--- src/rtl/fpc_pkg.sv ---
package fpc_pkg;

  localparam int unsigned WORD_W = 32;
  localparam int unsigned PFX_W  = 3;
  localparam int unsigned LEN_W  = 6;

  typedef enum logic [PFX_W-1:0] {
    PFX_ZRUN     = 3'd0,
    PFX_SE4      = 3'd1,
    PFX_SE8      = 3'd2,
    PFX_SE16     = 3'd3,
    PFX_HIPAD    = 3'd4,
    PFX_BYTEPAIR = 3'd5,
    PFX_REPB     = 3'd6,
    PFX_RAW      = 3'd7
  } pfx_e;

  typedef struct packed {
    pfx_e               pfx;
    logic [WORD_W-1:0]  pay;
    logic [LEN_W-1:0]   len;
    logic               last;
  } tok_t;

  // Payload width per class; the run class width depends on the run cap.
  function automatic logic [LEN_W-1:0] payload_len(input pfx_e p, input int unsigned run_w);
    logic [LEN_W-1:0] l;
    case (p)
      PFX_ZRUN:     l = LEN_W'(run_w);
      PFX_SE4:      l = LEN_W'(4);
      PFX_SE8:      l = LEN_W'(8);
      PFX_REPB:     l = LEN_W'(8);
      PFX_SE16:     l = LEN_W'(16);
      PFX_HIPAD:    l = LEN_W'(16);
      PFX_BYTEPAIR: l = LEN_W'(16);
      default:      l = LEN_W'(WORD_W);
    endcase
    return l;
  endfunction

endpackage

--- src/rtl/fpc_word_classifier.sv ---
module fpc_word_classifier
  import fpc_pkg::*;
#(
  parameter int unsigned RUN_W = 3
) (
  input  logic [WORD_W-1:0] word,
  output pfx_e              cls,
  output logic [WORD_W-1:0] pay,
  output logic [LEN_W-1:0]  len
);

  localparam int unsigned NBYTES = WORD_W / 8;

  logic [NBYTES-1:0] byte_same;
  logic fits_se4, fits_se8, fits_se16, fits_hipad, fits_pair, fits_rep;

  generate
    for (genvar b = 0; b < NBYTES; b++) begin : g_byte_cmp
      assign byte_same[b] = (word[b*8 +: 8] == word[7:0]);
    end
  endgenerate

  always_comb begin
    fits_se4   = (word[WORD_W-1:3]  == {(WORD_W-3){word[3]}});
    fits_se8   = (word[WORD_W-1:7]  == {(WORD_W-7){word[7]}});
    fits_se16  = (word[WORD_W-1:15] == {(WORD_W-15){word[15]}});
    fits_hipad = (word[15:0] == 16'h0000);
    fits_pair  = (word[31:23] == {9{word[23]}}) && (word[15:7] == {9{word[7]}});
    fits_rep   = &byte_same;
  end

  // Ordered by payload width, then by class code among equal widths.
  always_comb begin
    if (fits_se4) begin
      cls = PFX_SE4;
      pay = WORD_W'(word[3:0]);
    end else if (fits_se8) begin
      cls = PFX_SE8;
      pay = WORD_W'(word[7:0]);
    end else if (fits_rep) begin
      cls = PFX_REPB;
      pay = WORD_W'(word[7:0]);
    end else if (fits_se16) begin
      cls = PFX_SE16;
      pay = WORD_W'(word[15:0]);
    end else if (fits_hipad) begin
      cls = PFX_HIPAD;
      pay = WORD_W'(word[31:16]);
    end else if (fits_pair) begin
      cls = PFX_BYTEPAIR;
      pay = WORD_W'({word[23:16], word[7:0]});
    end else begin
      cls = PFX_RAW;
      pay = word;
    end
    len = payload_len(cls, RUN_W);
  end

endmodule

--- src/rtl/fpc_zero_run.sv ---
module fpc_zero_run
  import fpc_pkg::*;
#(
  parameter int unsigned RUN_MAX = 8,
  localparam int unsigned RUN_W  = $clog2(RUN_MAX),
  localparam int unsigned CNT_W  = $clog2(RUN_MAX + 1)
) (
  input  logic              clk,
  input  logic              rst_n,
  input  logic              i_valid,
  input  logic [WORD_W-1:0] i_word,
  input  logic              i_last,
  input  pfx_e              w_cls,
  input  logic [WORD_W-1:0] w_pay,
  input  logic [LEN_W-1:0]  w_len,
  output logic              a_v,
  output tok_t              a_tok,
  output logic              b_v,
  output tok_t              b_tok
);

  logic [CNT_W-1:0] cnt_q, cnt_d;
  logic             cnt_en;
  logic [CNT_W-1:0] cnt_inc;
  logic             is_zero;
  tok_t             word_tok;

  function automatic tok_t mk_run(input logic [CNT_W-1:0] c, input logic lst);
    tok_t t;
    t.last = lst;
    if (c == CNT_W'(1)) begin
      t.pfx = PFX_SE4;
      t.pay = '0;
    end else begin
      t.pfx = PFX_ZRUN;
      t.pay = WORD_W'(c - CNT_W'(1));
    end
    t.len = payload_len(t.pfx, RUN_W);
    return t;
  endfunction

  always_comb begin
    is_zero       = (i_word == '0);
    cnt_inc       = cnt_q + CNT_W'(1);
    word_tok.pfx  = w_cls;
    word_tok.pay  = w_pay;
    word_tok.len  = w_len;
    word_tok.last = i_last;
  end

  always_comb begin
    cnt_d  = cnt_q;
    cnt_en = 1'b0;
    a_v    = 1'b0;
    b_v    = 1'b0;
    a_tok  = '0;
    b_tok  = '0;
    if (i_valid) begin
      cnt_en = 1'b1;
      if (is_zero) begin
        if ((cnt_inc == CNT_W'(RUN_MAX)) || i_last) begin
          a_v   = 1'b1;
          a_tok = mk_run(cnt_inc, i_last);
          cnt_d = '0;
        end else begin
          cnt_d = cnt_inc;
        end
      end else begin
        cnt_d = '0;
        if (cnt_q != '0) begin
          a_v   = 1'b1;
          a_tok = mk_run(cnt_q, 1'b0);
          b_v   = 1'b1;
          b_tok = word_tok;
        end else begin
          a_v   = 1'b1;
          a_tok = word_tok;
        end
      end
    end
  end

  always_ff @(posedge clk or negedge rst_n) begin
    if (!rst_n) begin
      cnt_q <= '0;
    end else if (cnt_en) begin
      cnt_q <= cnt_d;
    end
  end

endmodule

--- src/rtl/fpc_token_skid.sv ---
module fpc_token_skid
  import fpc_pkg::*;
(
  input  logic clk,
  input  logic rst_n,
  input  logic a_v,
  input  tok_t a_tok,
  input  logic b_v,
  input  tok_t b_tok,
  output logic out_v,
  output tok_t out_tok,
  output logic hold_v,
  output logic load_v,
  output tok_t load_tok
);

  tok_t hold_tok;
  logic hold_v_d;
  tok_t hold_tok_d;

  // The held token always leaves first; the older of the new ones follows it.
  always_comb begin
    if (hold_v) begin
      load_v     = 1'b1;
      load_tok   = hold_tok;
      hold_v_d   = a_v;
      hold_tok_d = a_tok;
    end else begin
      load_v     = a_v;
      load_tok   = a_tok;
      hold_v_d   = b_v;
      hold_tok_d = b_tok;
    end
  end

  always_ff @(posedge clk or negedge rst_n) begin
    if (!rst_n) begin
      out_v  <= 1'b0;
      hold_v <= 1'b0;
    end else begin
      out_v  <= load_v;
      hold_v <= hold_v_d;
    end
  end

  always_ff @(posedge clk or negedge rst_n) begin
    if (!rst_n) begin
      out_tok <= '0;
    end else if (load_v) begin
      out_tok <= load_tok;
    end
  end

  always_ff @(posedge clk or negedge rst_n) begin
    if (!rst_n) begin
      hold_tok <= '0;
    end else if (hold_v_d) begin
      hold_tok <= hold_tok_d;
    end
  end

endmodule

--- src/rtl/fpc_line_accum.sv ---
module fpc_line_accum
  import fpc_pkg::*;
#(
  parameter int unsigned ACC_W = 10
) (
  input  logic             clk,
  input  logic             rst_n,
  input  logic             load_v,
  input  logic [LEN_W-1:0] load_len,
  input  logic             load_last,
  output logic [ACC_W-1:0] acc
);

  logic             fresh_q, fresh_d;
  logic [ACC_W-1:0] acc_d;
  logic [ACC_W-1:0] base;

  always_comb begin
    base    = fresh_q ? '0 : acc;
    acc_d   = base + ACC_W'(PFX_W) + ACC_W'(load_len);
    fresh_d = load_last;
  end

  always_ff @(posedge clk or negedge rst_n) begin
    if (!rst_n) begin
      acc     <= '0;
      fresh_q <= 1'b1;
    end else if (load_v) begin
      acc     <= acc_d;
      fresh_q <= fresh_d;
    end
  end

endmodule

--- src/rtl/fpc_line_compressor.sv ---
module fpc_line_compressor
  import fpc_pkg::*;
#(
  parameter int unsigned LINE_WORDS = 16,
  parameter int unsigned RUN_MAX    = 8,
  localparam int unsigned RUN_W     = $clog2(RUN_MAX),
  localparam int unsigned RAW_LIMIT = LINE_WORDS * WORD_W,
  localparam int unsigned ACC_W     = $clog2(LINE_WORDS * (WORD_W + PFX_W) + 1)
) (
  input  logic              clk,
  input  logic              rst_n,
  input  logic              i_valid,
  input  logic [WORD_W-1:0] i_word,
  input  logic              i_last,
  output logic              o_valid,
  output logic [PFX_W-1:0]  o_prefix,
  output logic [WORD_W-1:0] o_payload,
  output logic [LEN_W-1:0]  o_len,
  output logic              o_last,
  output logic [ACC_W-1:0]  o_line_bits,
  output logic              o_raw
);

  logic [1:0] rst_pipe;
  logic       rst_int_n;

  always_ff @(posedge clk or negedge rst_n) begin
    if (!rst_n) begin
      rst_pipe <= 2'b00;
    end else begin
      rst_pipe <= {rst_pipe[0], 1'b1};
    end
  end
  assign rst_int_n = rst_pipe[1];

  pfx_e              w_cls;
  logic [WORD_W-1:0] w_pay;
  logic [LEN_W-1:0]  w_len;
  logic              pair_a_v, pair_b_v;
  tok_t              pair_a_tok, pair_b_tok;
  logic              out_v, hold_v, load_v;
  tok_t              out_tok, load_tok;
  logic [ACC_W-1:0]  acc;

  fpc_word_classifier #(.RUN_W(RUN_W)) u_cls (
    .word (i_word),
    .cls  (w_cls),
    .pay  (w_pay),
    .len  (w_len)
  );

  fpc_zero_run #(.RUN_MAX(RUN_MAX)) u_run (
    .clk     (clk),
    .rst_n   (rst_int_n),
    .i_valid (i_valid),
    .i_word  (i_word),
    .i_last  (i_last),
    .w_cls   (w_cls),
    .w_pay   (w_pay),
    .w_len   (w_len),
    .a_v     (pair_a_v),
    .a_tok   (pair_a_tok),
    .b_v     (pair_b_v),
    .b_tok   (pair_b_tok)
  );

  fpc_token_skid u_skid (
    .clk      (clk),
    .rst_n    (rst_int_n),
    .a_v      (pair_a_v),
    .a_tok    (pair_a_tok),
    .b_v      (pair_b_v),
    .b_tok    (pair_b_tok),
    .out_v    (out_v),
    .out_tok  (out_tok),
    .hold_v   (hold_v),
    .load_v   (load_v),
    .load_tok (load_tok)
  );

  fpc_line_accum #(.ACC_W(ACC_W)) u_acc (
    .clk       (clk),
    .rst_n     (rst_int_n),
    .load_v    (load_v),
    .load_len  (load_tok.len),
    .load_last (load_tok.last),
    .acc       (acc)
  );

  always_comb begin
    o_valid     = out_v;
    o_prefix    = out_tok.pfx;
    o_payload   = out_tok.pay;
    o_len       = out_tok.len;
    o_last      = out_v & out_tok.last;
    o_line_bits = acc;
    o_raw       = out_v & out_tok.last & (acc > ACC_W'(RAW_LIMIT));
  end

endmodule

--- config.mk ---
export PLATFORM = sky130hd
export DESIGN_NAME = fpc_line_compressor
export DESIGN_NICKNAME = d
export VERILOG_FILES = /design/src/rtl/fpc_pkg.sv /design/src/rtl/fpc_word_classifier.sv /design/src/rtl/fpc_zero_run.sv /design/src/rtl/fpc_token_skid.sv /design/src/rtl/fpc_line_accum.sv /design/src/rtl/fpc_line_compressor.sv
export SDC_FILE = /design/constraint.sdc
export NUM_CORES = 1
export LEC_CHECK = 0
export CAP_MARGIN = 20
export CORE_MARGIN = 8
export CORE_UTILIZATION = 48
export DETAILED_ROUTE_END_ITERATION = 12
export PLACE_DENSITY_LB_ADDON = 0.1
export SYNTH_ARGS = -nofsm -noshare
export SYNTH_HDL_FRONTEND = slang
export SYNTH_SLANG_ARGS = --single-unit
--- constraint.sdc ---
create_clock -name clk -period 3.9 [get_ports clk]
set_input_delay 0.78 -clock clk [delete_from_list [all_inputs] [get_ports clk]]
set_output_delay 0.78 -clock clk [all_outputs]
set_load 0.02 [all_outputs]
==> insert_results.sql <==
INSERT INTO impl_metrics (metric_group, metric, value, unit) VALUES
('status', 'status', 'finished, violations left', ''),
('status', 'violations', 'setup timing', ''),
('grt', 'grt_antenna_before_repair', '0', ''),
('hold_path', 'worst_hold_path_type', 'flop to flop', ''),
('sta', 'final_critical_path_setup_slack', '-0.301', 'ns'),
('power', 'netSwitchingPower', '0.964', 'mW'),
('power', 'power_leakage', '3.84', 'nW'),
('routing', 'remaining_drc_errors', '0', ''),
('yosys', 'synth.distinct_cells', '79', ''),
('floorplan', 'starting_density_of_the_core', '0.488', ''),
('clock_tree', 'worst_setup_hold_path_clk_slew', '0.07', 'ns'),
('setup_path', 'critPathMostFrequentCell', 'or4_4', ''),
('power', 'fraction_of_power_consumed_by_sequential_logic', '0.432', ''),
('sta', 'grt_setup_unrepaired', 'true', ''),
('final_layout', 'fillCellCount', '1135', ''),
('hold_path', 'min_path_cells', '0', ''),
('floorplan', 'dieWidth', '132', 'um'),
('grt', 'grt_max_degree', '55', ''),
('setup_path', 'timing.critical_path.required', '4.15', 'ns'),
('sta', 'final.hold.worst_slack', '0.365', 'ns'),
('routing', 'drc_marker_count_from_the_first_detailed_route_iteration', '615', ''),
('floorplan', 'total_die_area', '17300', 'um^2'),
('sta', 'timing.max_slew.rel_slack', '0.331', ''),
('clock_tree', 'cts-buffers-inserted', '9', ''),
('clock_tree', 'cts_root_buf', 'clkbuf_16', ''),
('power', 'share_comb_of_total_power', '0.273', ''),
('setup_path', 'critPathMaxFanout', '5', ''),
('grt', 'global_route_wire_length_before_repair', '34900', 'um'),
('routing', 'routed_length_on_met3', '1490', 'um'),
('yosys', 'mappedNetlistArea', '6420', 'um^2'),
('yosys', 'synth_cells', '694', ''),
('power', 'worst_ir_drop_vdd', '199', 'uV'),
('yosys', 'synth_edf_count', '0', ''),
('sta', 'final_max_slew_viol_count', '0', ''),
('setup_path', 'reg2reg_depth', '16', ''),
('clock_tree', 'cts_tree', 'yes', ''),
('routing', 'drt_first_pass_iters', '5', ''),
('setup_path', 'cp_cell_sequence', 'buf_6 -> or4_4 -> or4_4 -> or4_4 -> o21ai_4 -> o31ai_2 -> ha_1 -> buf_6 -> fa_2 -> a21o_1 -> a21oi_2 -> o21bai_1 -> a21o_1 -> a32o_1', ''),
('place', 'finalWeightedCongestion', '0.954', ''),
('yosys', 'synth_largest_area_cell', 'dfrtp_1', ''),
('final_layout', 'area_growth_syn_to_layout', '32.0', '%'),
('sta', 'max_freq', '238', 'MHz'),
('yosys', 'yosysWarningCount', '0', ''),
('routing', 'highest-signal-layer', 'met4', ''),
('final_layout', 'postLayoutCellArea', '8470', 'um^2'),
('clock_tree', 'cts.sink_count', '101', ''),
('routing', 'wl_met1', '9680', 'um'),
('routing', 'avgViaCountPerCell', '6.21', ''),
('power', 'power', '3.13', 'mW'),
('sta', 'timing.final.crit_period', '4.20', 'ns'),
('setup_path', 'critPathKind', 'primary input to flop', ''),
('sta', 'final.setup.tns', '-0.958', 'ns'),
('yosys', 'async_flop_share', '1.00', ''),
('setup_path', 'critical_path.startpoint_type', 'primary input', ''),
('floorplan', 'die_height', '132', 'um'),
('floorplan', 'row_cnt', '42', ''),
('sta', 'finalSetupViolations', '5', ''),
('grt', 'global_route.usage.total', '0.251', ''),
('yosys', 'synth_seq_area_share', '0.394', ''),
('grt', 'globalRoute.totalOverflow', '0', ''),
('clock_tree', 'h-tree-depth', '3', ''),
('floorplan', 'core_region_area', '13100', 'um^2'),
('place', 'place.detailed.hpwl', '16500', 'um'),
('sta', 'clock-skew-final', '0.00648', 'ns'),
('setup_path', 'cpMaxStageDelayCell', 'or4_4', ''),
('final_layout', 'final_cell_mix', 'buf_4, dfrtp_1, clkdlybuf4s50_1', ''),
('yosys', 'synth_flop_cell', 'dfrtp_1', ''),
('power', 'power_density', '370', 'nW/um^2'),
('final_layout', 'nets', '894', ''),
('place', 'dpl-instance-area', '8080', 'um^2'),
('place', 'io_buffer_count', '89', '');
[per-stage QoR]
stage          worst slack (ns)   util
6_report                 -0.301  0.645
5_1_grt                  -0.399  0.645
4_1_cts                  -0.449  0.641
3_5_place_dp              -1.18  0.615
3_3_place_gp              -1.07  0.615
2_1_floorplan            -0.692      -
[final timing paths]
check                               start             endpoint  slack [ns]
max                             i_word[5]         u_acc.acc[7]       -0.30
min                           rst_pipe[0]          rst_pipe[1]        0.37
max reg2reg                u_run.cnt_q[1]         u_acc.acc[7]        0.17
min reg2reg                   rst_pipe[0]          rst_pipe[1]        0.37
max in group asynchronous     rst_pipe[1]   u_skid.out_tok[38]        2.68
min in group asynchronous     rst_pipe[1]  u_skid.hold_tok[17]        0.39
[synthesized netlist by cell type, types with 12 or more instances]
cell type	number
a21oi_1	27
nor2_1	24
inv_1	18
a221o_1	23
nand3_1	24
o21ai_0	43
a211o_1	17
clkbuf_1	38
buf_4	43
o221ai_1	18
nor3_1	15
ha_1	15
a31oi_1	15
nand2_1	69
a2bb2oi_1	12
a21o_1	16
dfrtp_1	100
[final cells by class]
type | instances | area (um^2) | share of cell area
clock buffers | 10 | 229 | 0.0270
clock inverters | 6 | 61.3 | 0.00724
inverters | 21 | 78.8 | 0.00931
multi-input cells | 479 | 3400 | 0.402
flip-flops and latches | 101 | 2530 | 0.299
well taps | 176 | 220 | 0.0260
repair buffers | 230 | 1950 | 0.230
[flip-flops by register name, summed over array words and instances (netlist names)]
| register | cells |
|---|---|
| u_acc.fresh_q | 1 |
| u_skid.out_tok | 41 |
| u_run.cnt_q | 4 |
| u_skid.hold_tok | 41 |
| u_skid.out_v | 1 |
| u_skid.hold_v | 1 |
| rst_pipe | 2 |
| u_acc.acc | 10 |
[layer usage]
layer / vias to the layer above / global-route usage
li1: 2885 / -
met1: 3149 / 0.339
met2: 282 / 0.401
met3: 36 / 0.0427
met4: 0 / 0.0849
met5: - / 0
[logic make-up after synthesis]
family	synth area share
AOI/OAI and AO/OA	0.276
xor gates and xnor gates	0.0232
adders and majority gates	0.0324
buffers and inverters	0.0959
DFF	0.394
muxes	0.0164
other	0.000584
and+or+nand+nor	0.162
[worst max-delay path: cells and delay by family]
kind / cells / cell delay (ns)
AOI/OAI and AO/OA: 7 / 1.12
adders and majority gates: 2 / 0.66
buffers and inverters: 2 / 0.23
and+or+nand+nor: 3 / 1.66
[what timing repair did]
| item | CTS | global route |
|---|---|---|
| pin swaps | 26 | 19 |
| setup buffers | 18 | 3 |
| hold buffers | 0 | 0 |
| resized for setup | 47 | 19 |
| setup endpoints to repair | 8 | 7 |
[power groups by stage]
stage	clock (mW)	sequential (mW)	combinational, mW
4_1_cts	0.937	1.35	0.860
2_1_floorplan	0	1.38	0.459
3_5_place_dp	0	1.37	0.843
3_3_place_gp	0	1.36	0.820
6_report	0.924	1.35	0.856
5_1_grt	0.964	1.38	0.929
(Power assumes the default switching activity.)
